`src/rtl/ulpi_serial_pkg.sv`:
```
package ulpi_serial_pkg;

  typedef enum logic [1:0] {
    MD_NORMAL = 2'd0,
    MD_SER6   = 2'd1,
    MD_SER3   = 2'd2,
    MD_DRAIN  = 2'd3
  } bus_mode_e;

  typedef enum logic [3:0] {
    PR_PKT, PR_IN, PR_LOW, PR_IRQ, PR_DP, PR_DM, PR_RCV, PR_SE0, PR_FLOAT
  } pin_role_e;

  localparam int unsigned PIN_TXEN = 0;
  localparam int unsigned PIN_DAT  = 1;
  localparam int unsigned PIN_SE0  = 2;
  localparam int unsigned PIN_IRQ  = 3;
  localparam int unsigned PIN_DP   = 4;
  localparam int unsigned PIN_DM   = 5;
  localparam int unsigned PIN_RCV  = 6;

  function automatic pin_role_e pin_role(bus_mode_e m, int unsigned idx, logic txen);
    pin_role_e r;
    r = PR_LOW;
    case (m)
      MD_NORMAL: r = PR_PKT;
      MD_DRAIN:  r = PR_FLOAT;
      MD_SER6: begin
        if (idx <= PIN_SE0)      r = PR_IN;
        else if (idx == PIN_IRQ) r = PR_IRQ;
        else if (idx == PIN_DP)  r = PR_DP;
        else if (idx == PIN_DM)  r = PR_DM;
        else if (idx == PIN_RCV) r = PR_RCV;
        else                     r = PR_LOW;
      end
      MD_SER3: begin
        if (idx == PIN_TXEN)     r = PR_IN;
        else if (idx == PIN_DAT) r = txen ? PR_IN : PR_RCV;
        else if (idx == PIN_SE0) r = txen ? PR_IN : PR_SE0;
        else if (idx == PIN_IRQ) r = PR_IRQ;
        else                     r = PR_LOW;
      end
      default: r = PR_FLOAT;
    endcase
    return r;
  endfunction

endpackage

```
`src/rtl/ulpi_mode_fsm.sv`:
```
module ulpi_mode_fsm
  import ulpi_serial_pkg::*;
(
  input  logic      clk,
  input  logic      rst_n,
  input  logic      stp,
  input  logic      wr_ser6,
  input  logic      wr_ser3,
  output bus_mode_e mode,
  output logic      exit_pulse
);

  bus_mode_e mode_q, mode_d;
  logic      mode_en;
  logic      in_serial;

  assign in_serial  = (mode_q == MD_SER6) || (mode_q == MD_SER3);
  assign exit_pulse = stp && in_serial;

  always_comb begin
    mode_d = mode_q;
    if (exit_pulse)   mode_d = MD_DRAIN;
    else if (wr_ser3) mode_d = MD_SER3;
    else if (wr_ser6) mode_d = MD_SER6;
    else if (!in_serial) mode_d = MD_NORMAL;
  end

  assign mode_en = (mode_d != mode_q);

  always_ff @(posedge clk or negedge rst_n) begin
    if (!rst_n)       mode_q <= MD_NORMAL;
    else if (mode_en) mode_q <= mode_d;
  end

  assign mode = mode_q;


  drain_one_cycle_chk: assert property (@(posedge clk) disable iff (!rst_n)
    (mode_q == MD_DRAIN && !wr_ser3 && !wr_ser6) |=> (mode_q == MD_NORMAL));


  both_writes_pick_ser3_chk: assert property (@(posedge clk) disable iff (!rst_n)
    (wr_ser3 && wr_ser6 && !exit_pulse) |=> (mode_q == MD_SER3));

endmodule

```
`src/rtl/ulpi_irq_latch.sv`:
```
module ulpi_irq_latch #(
  parameter int unsigned IRQ_W = 8
) (
  input  logic             clk,
  input  logic             rst_n,
  input  logic [IRQ_W-1:0] evt,
  input  logic [IRQ_W-1:0] mask,
  input  logic             clr,
  output logic             flag
);

  logic flag_q, flag_d, flag_en;
  logic hit;

  assign hit     = |(evt & mask);
  assign flag_d  = hit | (flag_q & ~clr);
  assign flag_en = hit | clr;

  always_ff @(posedge clk or negedge rst_n) begin
    if (!rst_n)       flag_q <= 1'b0;
    else if (flag_en) flag_q <= flag_d;
  end

  assign flag = flag_q;


  irq_sets_on_hit_chk: assert property (@(posedge clk) disable iff (!rst_n)
    hit |=> flag_q);


  irq_clears_chk: assert property (@(posedge clk) disable iff (!rst_n)
    (clr && !hit) |=> !flag_q);


  irq_holds_chk: assert property (@(posedge clk) disable iff (!rst_n)
    (flag_q && !clr) |=> flag_q);

endmodule

```
`src/rtl/ulpi_pin_map.sv`:
```
module ulpi_pin_map
  import ulpi_serial_pkg::*;
#(
  parameter int unsigned BUS_W = 8
) (
  input  bus_mode_e        mode,
  input  logic [BUS_W-1:0] d_in,
  input  logic [BUS_W-1:0] pkt_d_out,
  input  logic             pkt_oe,
  input  logic             irq_flag,
  input  logic             rx_dp,
  input  logic             rx_dm,
  input  logic             rx_rcv,
  output logic [BUS_W-1:0] d_out,
  output logic [BUS_W-1:0] d_oe,
  output logic             tx_en,
  output logic             tx_dat,
  output logic             tx_se0
);

  logic rx_se0;
  logic link_tx;

  assign rx_se0  = ~rx_dp & ~rx_dm;
  assign link_tx = d_in[PIN_TXEN];

  for (genvar i = 0; i < BUS_W; i++) begin : g_pin
    pin_role_e role;
    assign role = pin_role(mode, i, link_tx);
    always_comb begin
      d_out[i] = 1'b0;
      d_oe[i]  = 1'b0;
      case (role)
        PR_PKT:   begin d_out[i] = pkt_d_out[i]; d_oe[i] = pkt_oe; end
        PR_IN:    begin d_out[i] = 1'b0;         d_oe[i] = 1'b0;   end
        PR_LOW:   begin d_out[i] = 1'b0;         d_oe[i] = 1'b1;   end
        PR_IRQ:   begin d_out[i] = irq_flag;     d_oe[i] = 1'b1;   end
        PR_DP:    begin d_out[i] = rx_dp;        d_oe[i] = 1'b1;   end
        PR_DM:    begin d_out[i] = rx_dm;        d_oe[i] = 1'b1;   end
        PR_RCV:   begin d_out[i] = rx_rcv;       d_oe[i] = 1'b1;   end
        PR_SE0:   begin d_out[i] = rx_se0;       d_oe[i] = 1'b1;   end
        default:  begin d_out[i] = 1'b0;         d_oe[i] = 1'b0;   end
      endcase
    end
  end

  always_comb begin
    tx_en  = 1'b0;
    tx_dat = 1'b0;
    tx_se0 = 1'b0;
    case (mode)
      MD_SER6: begin
        tx_en  = d_in[PIN_TXEN];
        tx_dat = d_in[PIN_DAT];
        tx_se0 = d_in[PIN_SE0];
      end
      MD_SER3: begin
        tx_en  = link_tx;
        tx_dat = link_tx & d_in[PIN_DAT];
        tx_se0 = link_tx & d_in[PIN_SE0];
      end
      default: begin
        tx_en  = 1'b0;
        tx_dat = 1'b0;
        tx_se0 = 1'b0;
      end
    endcase
  end


  always_comb begin
    if (mode == MD_SER3 && link_tx)
      ser3_no_contention_chk: assert (d_oe[PIN_SE0:PIN_DAT] == 2'b00);
  end

endmodule

```
`src/rtl/ulpi_serial_mux.sv`:
```
module ulpi_serial_mux
  import ulpi_serial_pkg::*;
#(
  parameter int unsigned BUS_W = 8,
  parameter int unsigned IRQ_W = 8
) (
  input  logic             clk,
  input  logic             rst_n,
  input  logic             stp,
  input  logic             wr_ser6,
  input  logic             wr_ser3,
  input  logic [BUS_W-1:0] d_in,
  output logic [BUS_W-1:0] d_out,
  output logic [BUS_W-1:0] d_oe,
  input  logic [BUS_W-1:0] pkt_d_out,
  input  logic             pkt_oe,
  output logic [BUS_W-1:0] pkt_d_in,
  output logic             tx_en,
  output logic             tx_dat,
  output logic             tx_se0,
  input  logic             rx_dp,
  input  logic             rx_dm,
  input  logic             rx_rcv,
  input  logic [IRQ_W-1:0] irq_evt,
  input  logic [IRQ_W-1:0] irq_mask,
  input  logic             irq_clr,
  output logic             irq_flag,
  output logic             mode_ser6,
  output logic             mode_ser3,
  output logic             ser_exit
);

  bus_mode_e mode;
  logic      flag;
  logic      past_ok_q;

  ulpi_mode_fsm i_fsm (
    .clk        (clk),
    .rst_n      (rst_n),
    .stp        (stp),
    .wr_ser6    (wr_ser6),
    .wr_ser3    (wr_ser3),
    .mode       (mode),
    .exit_pulse (ser_exit)
  );

  ulpi_irq_latch #(.IRQ_W(IRQ_W)) i_irq (
    .clk   (clk),
    .rst_n (rst_n),
    .evt   (irq_evt),
    .mask  (irq_mask),
    .clr   (irq_clr),
    .flag  (flag)
  );

  ulpi_pin_map #(.BUS_W(BUS_W)) i_map (
    .mode      (mode),
    .d_in      (d_in),
    .pkt_d_out (pkt_d_out),
    .pkt_oe    (pkt_oe),
    .irq_flag  (flag),
    .rx_dp     (rx_dp),
    .rx_dm     (rx_dm),
    .rx_rcv    (rx_rcv),
    .d_out     (d_out),
    .d_oe      (d_oe),
    .tx_en     (tx_en),
    .tx_dat    (tx_dat),
    .tx_se0    (tx_se0)
  );

  assign pkt_d_in  = d_in;
  assign irq_flag  = flag;
  assign mode_ser6 = (mode == MD_SER6);
  assign mode_ser3 = (mode == MD_SER3);

  always_ff @(posedge clk or negedge rst_n) begin
    if (!rst_n) past_ok_q <= 1'b0;
    else        past_ok_q <= 1'b1;
  end


  exit_releases_bus_chk: assert property (@(posedge clk) disable iff (!rst_n)
    (past_ok_q && $past(ser_exit)) |-> (d_oe == '0 && !tx_en && !mode_ser6 && !mode_ser3));


  ser3_entry_chk: assert property (@(posedge clk) disable iff (!rst_n)
    (past_ok_q && $past(wr_ser3) && !$past(ser_exit)) |-> mode_ser3);


  ser6_irq_pin_chk: assert property (@(posedge clk) disable iff (!rst_n)
    mode_ser6 |-> (d_oe[PIN_IRQ] && d_out[PIN_IRQ] == irq_flag && !d_out[BUS_W-1]));


  ser3_rx_drive_chk: assert property (@(posedge clk) disable iff (!rst_n)
    (mode_ser3 && !d_in[PIN_TXEN]) |-> (d_oe[PIN_DAT] && d_out[PIN_DAT] == rx_rcv));


  stp_normal_ignored_chk: assert property (@(posedge clk) disable iff (!rst_n)
    (!mode_ser6 && !mode_ser3 && stp && !wr_ser6 && !wr_ser3) |=> (!mode_ser6 && !mode_ser3));

endmodule

```
`config.mk`:
```
export PLATFORM = sky130hd
export DESIGN_NAME = ulpi_serial_mux
export DESIGN_NICKNAME = d
export VERILOG_FILES = /design/src/rtl/ulpi_serial_pkg.sv /design/src/rtl/ulpi_mode_fsm.sv /design/src/rtl/ulpi_irq_latch.sv /design/src/rtl/ulpi_pin_map.sv /design/src/rtl/ulpi_serial_mux.sv
export SDC_FILE = /design/constraint.sdc
export NUM_CORES = 1
export LEC_CHECK = 0
export ABC_CLOCK_PERIOD_IN_PS = 1950
export BUFFER_PORTS_ARGS = -buffer_cell sky130_fd_sc_hd__buf_4
export CORE_MARGIN = 2
export CORE_UTILIZATION = 32
export CTS_CLUSTER_SIZE = 24
export DETAILED_ROUTE_END_ITERATION = 7
export PLACE_DENSITY = 0.85
export SYNTH_ARGS = -nofsm -noshare
export SYNTH_HDL_FRONTEND = slang
export SYNTH_SLANG_ARGS = --single-unit
```
`constraint.sdc`:
```
create_clock -name clk -period 1.95 [get_ports clk]
set_input_delay 0.195 -clock clk [delete_from_list [all_inputs] [get_ports clk]]
set_output_delay 0.195 -clock clk [all_outputs]
set_load 0.005 [all_outputs]
```
==> results.toml, run 1 <==
[detailed_routing]
postRouteAntennaNets = 0
wl_per_cell_um = 12.1
met1_length_um = 648
drtIter0Drc = 15
met3_length_um = 202
topRoutingLayerUsed = "met3"
via_count = 771
via_per_inst = 4.85
drc = 0
drt-total-wl_um = 1920
first_pass_iters = 5
met2_wirelength_um = 1070

[clock_network]
cts-buffers-inserted = 3
htreeDepth = 1
clock_latency_ns = 0.23
clk_pin_slew_ns = 0.04
clkSinkCount = 3
cts_root_buffer = "clkbuf_4"
cts_buffer_depth = 2
cts_tree = "built"

[grt]
grt_pass1_wl_um = 2700
grt_overflow_total = 0
grt_antenna_before_repair = 0
grt_pass1_vias = 689
grt_max_degree = 10
grt.total_usage = 0.174

[floorplan]
die_area_um2 = 2190
start_util = 0.339
core_um2 = 1730
pin_count = 73
rows = 15
fp.dieW_um = 46.8
die_h_um = 46.8

[setup_path]
r2r_start = "i_fsm.mode[1]$_DFFE_PN0P_"
r2r_cells = 4
cp_max_fo = 6
regToRegSetupSlack_ns = 0.45
r2r_end = "i_fsm.mode[1]$_DFFE_PN0P_"
arrival_ns = 1.73
crit_path_max_incr_delay_ns = 0.43
crit_buf_inv = 2
crit_path_start_kind = "flop"
cpMaxStageDelayCell = "dfrtp_2"
cp_data_required_time_ns = 1.75
critPathTopFamily = "flip-flops"
crit_path_cell_trace = "inv_1 -> ha_2 -> nand4bb_1 -> nand3b_1 -> a22o_1 -> buf_4"
worstSetupEndpointType = "output pin"
critPathKind = "reg2out"

[placed_design]
port-buffer-count = 62
place_congestion = 0.804
dp.cells = 154
place_hpwl_um = 1660

[logic_synthesis]
synth_warnings = 0
ys_seq_elements = 3
syn_nets = 126
synth_cells = 77
synth_area_um2 = 586
synth_cell_type_count = 26
synth.avg_cell_area_um2 = 7.60
ys_seq_area_frac = 0.128

[timing]
rsz0062_at_grt = "yes"
hold_viol = 0
fmax_mhz = 520
worst_pin_slew_ns = 0.318
fin_skew_ns = 0.000649
finalSetupViolCount = 0
max_slew_margin = 0.788
post-route-period-util = 0.987
period_minus_slack_ns = 1.92
maxSlewViolCount = 0

[run_status]
status = "completed"

[worst_hold_path]
hold_path_depth = 2
hold_path_class = "in2reg"
hp-start = "wr_ser3"
holdPathEnd = "i_fsm.mode[0]$_DFFE_PN0P_"

[finish]
drive_gt1_frac = 0.530
antennaDiodeCount = 0
final_nets = 184
fin_util = 0.610
syn_to_final_growth_pct = 79.9
fin_cells = 159

[power_and_ir_drop]
vdd_drop_max_v = 0.000373
powerDensity_nw_per_um2 = 658
leakage_nw = 0.582

[job]
drv_cap = 0
registers in the layout (all words and copies together), names as in the netlist:
| register | count |
|---|---|
| i_irq.flag | 1 |
| i_fsm.mode | 2 |
worst register-to-register path: cells and delay by family (launching register included):
family                   cells  cell delay [ns]
AO/OA/AOI/OAI                1             0.28
flip-flops                   1             0.43
adder cells (fa/ha/maj)      1             0.34
buffers and inverters        1             0.16
AND/OR/NAND/NOR              1             0.18
cells in the mapped netlist:
master	count	area share
o22ai_1	1	0.011
o21ai_1	1	0.0085
buf_4	10	0.13
o31ai_1	1	0.013
a211o_1	1	0.015
o21bai_1	2	0.026
a22o_1	3	0.045
a21oi_1	4	0.034
nand3b_4	1	0.034
o21ai_0	2	0.017
a221oi_1	1	0.015
nand3_1	2	0.017
a222oi_1	1	0.017
a21boi_0	1	0.013
mux2i_1	1	0.017
and2_1	7	0.075
nand4bb_1	1	0.019
nor2_1	7	0.045
nand2_1	6	0.038
or2_1	1	0.011
nand2b_1	2	0.021
ha_1	7	0.15
inv_1	6	0.038
nand3b_1	2	0.026
dfrtp_1	3	0.13
a22oi_1	3	0.038
cell type report:
type | instances | area, um2
timing repair buffer | 63 | 475
fill | 171 | 673
inverter | 6 | 22.5
tap | 25 | 31.3
multi-input combinational | 58 | 420
sequential | 3 | 77.6
clock buffer | 4 | 26.3
per-stage QoR:
step | instance area (um2) | TNS, ns | hold slack [ns] | power (W) | worst slack [ns]
detailed placement | 1010 | 0 | -0.0140 | 0.000580 | 0.214
global route | 1050 | -0.177 | 0.141 | 0.000754 | -0.0723
floorplan | 586 | 0 | -0.101 | 0.000341 | 0.462
global placement | 1010 | 0 | -0.0137 | 0.000569 | 0.272
CTS | 1040 | -0.0732 | 0.143 | 0.000694 | -0.0365
finish | 1050 | 0 | 0.146 | 0.000693 | 0.0256
where the power goes:
group / internal [W] / total (W) / leakage (nW) / switching [W]
Clock: 0.0000767 / 0.000109 / 0.0150 / 0.0000323
Sequential: 0.0000734 / 0.0000870 / 0.0297 / 0.0000136
Combinational: 0.000285 / 0.000497 / 0.538 / 0.000212
Total: 0.000435 / 0.000693 / 0.582 / 0.000258
per-layer routing:
metal | GRT usage | vias up
met5 | 0 | -
met4 | 0.0667 | 0
met3 | 0.0231 | 0
met2 | 0.351 | 47
met1 | 0.175 | 349
li1 | - | 375
cell families after synthesis:
family          count (synthesis)  synth area share
buf+inv                        16             0.167
mux                             1            0.0171
flops                           3             0.128
fa+ha+maj                       7             0.150
compound gates                 21             0.252
simple gates                   29             0.286
what timing repair did:
action,CTS,global route
hold endpoints to repair,3,0
buffers inserted,0,0
gates resized for setup,0,5
setup endpoints to repair,3,12
hold buffers,1,0
layout by cell type (no fill, tap or decap), types with 2 or more instances in the layout:
master,count
buf_4,62
nor2_1,7
and2_1,7
nand2_1,6
inv_1,6
a21oi_1,4
ha_1,4
a22oi_1,3
a22o_1,3
ha_2,3
clkbuf_4,3
nand2b_1,2
o21bai_1,2
nand3_1,2
nand3b_1,2
o21ai_0,2
dfrtp_2,2
worst max-delay path by stage:
stage | startpoint | end | slack [ns] | cells past startpoint
global route | i_fsm.mode[1]$_DFFE_PN0P_ | d_out[6] | -0.07 | 6
detailed placement | i_fsm.mode[1]$_DFFE_PN0P_ | d_out[6] | 0.21 | 6
finish | i_fsm.mode[1]$_DFFE_PN0P_ | d_out[6] | 0.03 | 6
CTS | i_fsm.mode[1]$_DFFE_PN0P_ | d_out[6] | -0.04 | 6
floorplan | i_fsm.mode[0]$_DFFE_PN0P_ | d_out[2] | 0.46 | 5
global placement | i_fsm.mode[0]$_DFFE_PN0P_ | d_out[1] | 0.27 | 6
Power figures use the tool's default switching activity.
==> inputs of run 2 (changes only) <==
--- a/config.mk
+++ b/config.mk
@@ -7,11 +7,13 @@
 export LEC_CHECK = 0
 export ABC_CLOCK_PERIOD_IN_PS = 1950
 export BUFFER_PORTS_ARGS = -buffer_cell sky130_fd_sc_hd__buf_4
+export CELL_PAD_IN_SITES_DETAIL_PLACEMENT = 1
+export CELL_PAD_IN_SITES_GLOBAL_PLACEMENT = 1
 export CORE_MARGIN = 2
-export CORE_UTILIZATION = 32
-export CTS_CLUSTER_SIZE = 24
+export CORE_UTILIZATION = 19
+export CTS_CLUSTER_SIZE = 28
 export DETAILED_ROUTE_END_ITERATION = 7
-export PLACE_DENSITY = 0.85
+export PLACE_DENSITY = 0.83
 export SYNTH_ARGS = -nofsm -noshare
 export SYNTH_HDL_FRONTEND = slang
 export SYNTH_SLANG_ARGS = --single-unit
==> run 2 against run 1 <==
- worst setup slack better by 0.058 ns
- combinational power up 15%
- cell count up 7.5%
- utilization down 24 points
- sequential share of layout area down 0.56 points
- critical path type unchanged
- largest cell class unchanged
- largest power group unchanged
==> results.toml, run 2 (same netlist as run 1, synthesis figures left out) <==
[timing]
fmax_mhz = 536
max_slew_margin = 0.824
period_minus_slack_ns = 1.87
hold_viol = 0
rsz0062_at_grt = "no"
post-route-period-util = 0.957
fin_ws_ns = 0.0838
finalSetupTns_ns = 0
worst_pin_slew_ns = 0.264
fin_skew_ns = 0.00536
finalSetupViolCount = 0
maxSlewViolCount = 0

[finish]
layout.cells.most_common_list = "66 x buf_4, 7 x nor2_1, 7 x and2_1, 6 x nand2_1, 4 x inv_1"
fin_util = 0.373
drive_gt1_frac = 0.565
syn_to_final_growth_pct = 91.5
final_cell_area_um2 = 1120
antennaDiodeCount = 0
final_common_cell = "buf_4"
final_nets = 188
fill_cells = 376
largest_reg_flops = 2

[placed_design]
pre_cts_ws_ns = 0.167
port-buffer-count = 62
placed_cell_area_um2 = 1020
place_congestion = 0.780
place_hpwl_um = 2050

[power_and_ir_drop]
vdd_drop_max_v = 0.000397
internal-power_w = 0.000475
seqPwrFrac = 0.111
powerDensity_nw_per_um2 = 693
p_total_w = 0.000777
p_sw_w = 0.000301
p_sw_frac = 0.388
pwr-share-clk = 0.155
leakage_nw = 0.603
p_comb_frac = 0.734

[clock_network]
htreeDepth = 1
clkSinkCount = 3
cts_root_buffer = "clkbuf_4"
clk_pin_slew_ns = 0.05
clock_latency_ns = 0.24
cts_tree = "built"
cts_buffer_depth = 2
cts-buffers-inserted = 3

[detailed_routing]
drt-total-wl_um = 2430
drc = 0
first_pass_iters = 4
drtIter0Drc = 10
via_count = 813
wl_per_cell_um = 14.2
via_per_inst = 4.75
postRouteAntennaNets = 0

[setup_path]
critPathKind = "reg2out"
critPathTopFamily = "flip-flops"
crit_path_max_incr_delay_ns = 0.41
cp_max_fo = 6
crit_buf_inv = 2
cp_data_required_time_ns = 1.75
worstSetupEndpointType = "output pin"
arrival_ns = 1.67
crit_path_start_kind = "flop"
crit_path_cell_trace = "inv_2 -> ha_4 -> nand4bb_1 -> nand2_1 -> a22o_1 -> buf_4"
cpMaxStageDelayCell = "dfrtp_1"

[grt]
grt.total_usage = 0.142
grt_pass1_vias = 862
grt_pass1_wl_um = 3800
grt_overflow_total = 0
grt_max_degree = 10
grt_antenna_before_repair = 0

[run_status]
status = "completed"

[floorplan]
rows = 20
pin_count = 73
core_um2 = 3000
start_util = 0.195
fp.dieW_um = 59.5
die_h_um = 59.5
die_area_um2 = 3540

[job]
drv_cap = 0

[worst_hold_path]
hold_path_class = "in2reg"
-- run 2: repair_timing --
| item | 4_1_cts | 5_1_grt |
|---|---|---|
| setup buffers | 3 | 0 |
| hold buffers | 1 | 0 |
| hold endpoints to repair | 3 | 0 |
| pin swaps | 0 | 0 |
| endpoints found under the setup margin | 4 | 6 |
| resized for setup | 2 | 9 |
-- run 2: stage by stage --
stage,hold WS [ns],cells
6_report,0.156,171
5_1_grt,0.144,171
2_1_floorplan,-0.101,77
3_3_place_gp,-0.0142,163
3_5_place_dp,-0.0134,163
4_1_cts,0.156,171
-- run 2: final cells by class --
cell class,count,area [um2],share of cell area
Sequential cell,3,76.3,0.0681
Multi-Input combinational cell,58,447,0.398
Timing Repair Buffer,67,505,0.451
Tap cell,33,41.3,0.0368
Clock buffer,4,26.3,0.0234
Inverter,6,25.0,0.0223
-- run 2: worst reg2reg max path, delay by kind of cell (launching register included) --
kind                       cells  cell delay (ns)
buffers and inverters          1             0.13
DFF                            1             0.42
AOI/OAI and AO/OA              1             0.27
adders and majority gates      1             0.23
and+or+nand+nor                1             0.17
-- run 2: power groups by stage --
stage	registers, W	logic, W	clock network (W)
global placement	0.0000835	0.000499	0
finish	0.0000860	0.000570	0.000121
global route	0.0000885	0.000630	0.000132
detailed placement	0.0000859	0.000514	0
floorplan	0.0000826	0.000258	0
CTS	0.0000809	0.000547	0.000124
-- run 2: metal layers --
layer / GRT usage / part of all wire
met2: 0.275 / 0.55
met1: 0.148 / 0.35
met4: 0 / 0
met3: 0.0633 / 0.099
met5: 0 / 0
-- run 2: worst paths after layout --
| kind | to | start | cells past startpoint | slack [ns] |
|---|---|---|---|---|
| min in group asynchronous | i_fsm.mode[0]$_DFFE_PN0P_ | rst_n | 2 | 0.27 |
| min | i_fsm.mode[0]$_DFFE_PN0P_ | wr_ser3 | 2 | 0.16 |
| max | d_out[6] | i_fsm.mode[1]$_DFFE_PN0P_ | 6 | 0.08 |
| min reg2reg | i_irq.flag$_DFFE_PN0P_ | i_irq.flag$_DFFE_PN0P_ | 2 | 0.57 |
| max in group asynchronous | i_fsm.mode[0]$_DFFE_PN0P_ | rst_n | 2 | 1.58 |
| max reg2reg | i_fsm.mode[1]$_DFFE_PN0P_ | i_fsm.mode[1]$_DFFE_PN0P_ | 4 | 0.61 |
==> inputs of run 3 (changes only) <==
--- a/config.mk
+++ b/config.mk
@@ -5,15 +5,16 @@
 export SDC_FILE = /design/constraint.sdc
 export NUM_CORES = 1
 export LEC_CHECK = 0
+export ABC_AREA = 1
 export ABC_CLOCK_PERIOD_IN_PS = 1950
 export BUFFER_PORTS_ARGS = -buffer_cell sky130_fd_sc_hd__buf_4
+export CAP_MARGIN = 20
 export CELL_PAD_IN_SITES_DETAIL_PLACEMENT = 1
 export CELL_PAD_IN_SITES_GLOBAL_PLACEMENT = 1
-export CORE_MARGIN = 2
 export CORE_UTILIZATION = 19
 export CTS_CLUSTER_SIZE = 28
 export DETAILED_ROUTE_END_ITERATION = 7
-export PLACE_DENSITY = 0.83
+export PLACE_DENSITY = 0.84
 export SYNTH_ARGS = -nofsm -noshare
 export SYNTH_HDL_FRONTEND = slang
 export SYNTH_SLANG_ARGS = --single-unit
==> run 3 against run 2 <==
- worst setup slack better by 0.019 ns
- hold slack better by 0.017 ns
- register-to-register slack better by 0.12 ns
- clock skew down 0.0043 ns
- critical path depth up 1
- combinational power down 9.1%
- synthesized cell count up 52%
- via count up 7.6%
- area after synthesis up 10%
- first-iteration DRC count up 40%
- power down 6.7%
- largest cell class unchanged
- highest routed layer is now met4
==> results.toml, run 3 <==
[logic_synthesis]
synth.avg_cell_area_um2 = 5.53
synth-async-reset-ratio = 1.00
yosysTopAreaCell = "nand2_1"
synth_cells = 117
yosys-top-cells-area = "nand2_1 26%, ha_1 14%, buf_4 13%"
synth_ff_type = "dfrtp_1"
synth_edf_count = 0
yosysMostFrequentCell = "nand2_1"
synth_area_um2 = 647
syn_nets = 166
synth_cell_type_count = 14
ys_seq_elements = 3
synth_warnings = 0
ys_seq_area_frac = 0.116
synthTopCellsByCount = "44 x nand2_1, 20 x inv_1, 11 x buf_4"
synth_top_area_share = 0.255

[floorplan]
die_area_um2 = 3640
pin_count = 73
core_um2 = 3150
die_h_um = 60.4
fp.dieW_um = 60.4
rows = 20
start_util = 0.205

[grt]
grt_pass1_vias = 851
grt_max_degree = 9
grt.total_usage = 0.127
grt_overflow_total = 0
grt_antenna_before_repair = 0
grt_pass1_wl_um = 3400

[detailed_routing]
drc = 0
drtIter0Drc = 14
via_count = 875
drt-total-wl_um = 2150
first_pass_iters = 4
wl_per_cell_um = 9.88
via_per_inst = 4.03
postRouteAntennaNets = 0

[timing]
fmax_mhz = 541
finalSetupTns_ns = 0
fin_skew_ns = 0.00107
maxSlewViolCount = 0
worst_pin_slew_ns = 0.245
period_minus_slack_ns = 1.85
rsz0062_at_grt = "no"
finalSetupViolCount = 0
hold_viol = 0
max_slew_margin = 0.835
post-route-period-util = 0.947

[finish]
largest_reg_flops = 2
antennaDiodeCount = 0
layout.cells.most_common_list = "62 x buf_4, 44 x nand2_1, 19 x inv_1, 10 x nor2_1, 7 x a21oi_1"
syn_to_final_growth_pct = 75.4
fin_cells = 217
final_nets = 223
final_common_cell = "buf_4"
drive_gt1_frac = 0.416

[clock_network]
clkSinkCount = 3
cts_buffer_depth = 2
htreeDepth = 1
clock_latency_ns = 0.25
cts-buffers-inserted = 3
cts_tree = "built"
clk_pin_slew_ns = 0.04
cts_root_buffer = "clkbuf_4"

[placed_design]
dp.cells = 212
port-buffer-count = 62
place_congestion = 0.798
place_hpwl_um = 1850

[job]
drv_cap = 0

[power_and_ir_drop]
seqPwrFrac = 0.120
p_comb_frac = 0.715
vdd_drop_max_v = 0.000330
internal-power_w = 0.000425
p_sw_w = 0.000300
powerDensity_nw_per_um2 = 639
p_total_w = 0.000725
leakage_nw = 0.709
pwr-share-clk = 0.165
p_sw_frac = 0.414

[setup_path]
cp_max_fo = 6
arrival_ns = 1.65
worstSetupEndpointType = "output pin"
crit_path_start_kind = "flop"
critPathKind = "reg2out"
cp_data_required_time_ns = 1.75

[worst_hold_path]
hold_path_class = "in2reg"

[run_status]
status = "completed"
[run 3: cell count changes after synthesis, moves of 3 or more]
cell	before	now
a21oi_1	4	7
a22o_1	3	0
a22oi_1	3	0
and2_1	7	0
inv_1	6	20
nand2_1	6	44
nor2_1	7	10
[run 3: worst paths after layout]
check / from / endpoint / slack [ns] / cells after the start
worst max-delay path: i_fsm.mode[0]$_DFFE_PN0P_ / tx_dat / 0.10 / 7
worst min-delay path: wr_ser6 / i_fsm.mode[1]$_DFFE_PN0P_ / 0.17 / 2
worst max register to register: i_fsm.mode[0]$_DFFE_PN0P_ / i_fsm.mode[1]$_DFFE_PN0P_ / 0.73 / 4
worst min register to register: i_irq.flag$_DFFE_PN0P_ / i_irq.flag$_DFFE_PN0P_ / 0.54 / 2
max in group asynchronous: rst_n / i_fsm.mode[0]$_DFFE_PN0P_ / 1.57 / 2
min in group asynchronous: rst_n / i_irq.flag$_DFFE_PN0P_ / 0.28 / 2
[run 3: cell type report]
type	count	area, um2
fillers	442	2020
repair buffers	63	475
multi-input cells	81	419
inverters	22	82.6
flip-flops and latches	3	76.3
well taps	44	55.1
clock buffers	4	26.3
[run 3: power by group through the flow]
stage	logic (W)	clock network, W	registers [W]
after floorplan	0.000268	0	0.0000829
after global placement	0.000499	0	0.0000851
after detailed placement	0.000508	0	0.0000866
after CTS	0.000516	0.000124	0.0000858
after global routing	0.000580	0.000132	0.0000891
final	0.000518	0.000120	0.0000869
[run 3: per-layer routing]
metal | GRT usage | routed length (um) | up-vias | part of all wire
met3 | 0.0341 | 188 | 5 | 0.088
met4 | 0.0764 | 48 | 0 | 0.022
met1 | 0.138 | 901 | 373 | 0.42
met2 | 0.221 | 1010 | 42 | 0.47
met5 | 0 | 0 | - | 0
li1 | - | - | 455 | -
[run 3: kinds of logic after synthesis]
group,count (synthesis),share of synthesized area
compound gates,13,0.108
buf+inv,33,0.255
fa+ha+maj,7,0.135
flops,3,0.116
simple gates,61,0.385
[run 3: per-stage QoR]
stage          setup slack [ns]  hold WS, ns  area (um2)  utilization
2_1_floorplan             0.459       -0.101         647            -
3_3_place_gp              0.302      -0.0122        1080        0.344
3_5_place_dp              0.244      -0.0120        1080        0.344
4_1_cts                  0.0199        0.170        1120        0.356
5_1_grt                 0.00890        0.179        1130        0.360
6_report                  0.103        0.173        1130        0.360
[run 3: worst max-delay path, stage by stage (launching register included)]
cell     delay (ns)
dfrtp_2        0.41
inv_1          0.14
ha_1           0.31
nand2_1        0.10
inv_1          0.04
o21ai_0        0.22
nor2_1         0.07
buf_4          0.14
[run 3: timing repair]
action | 4_1_cts | 5_1_grt
buffers inserted | 0 | 0
setup endpoints to repair | 4 | 9
gates resized for setup | 1 | 3
hold buffers | 1 | 0
endpoints found under the hold margin | 3 | 0
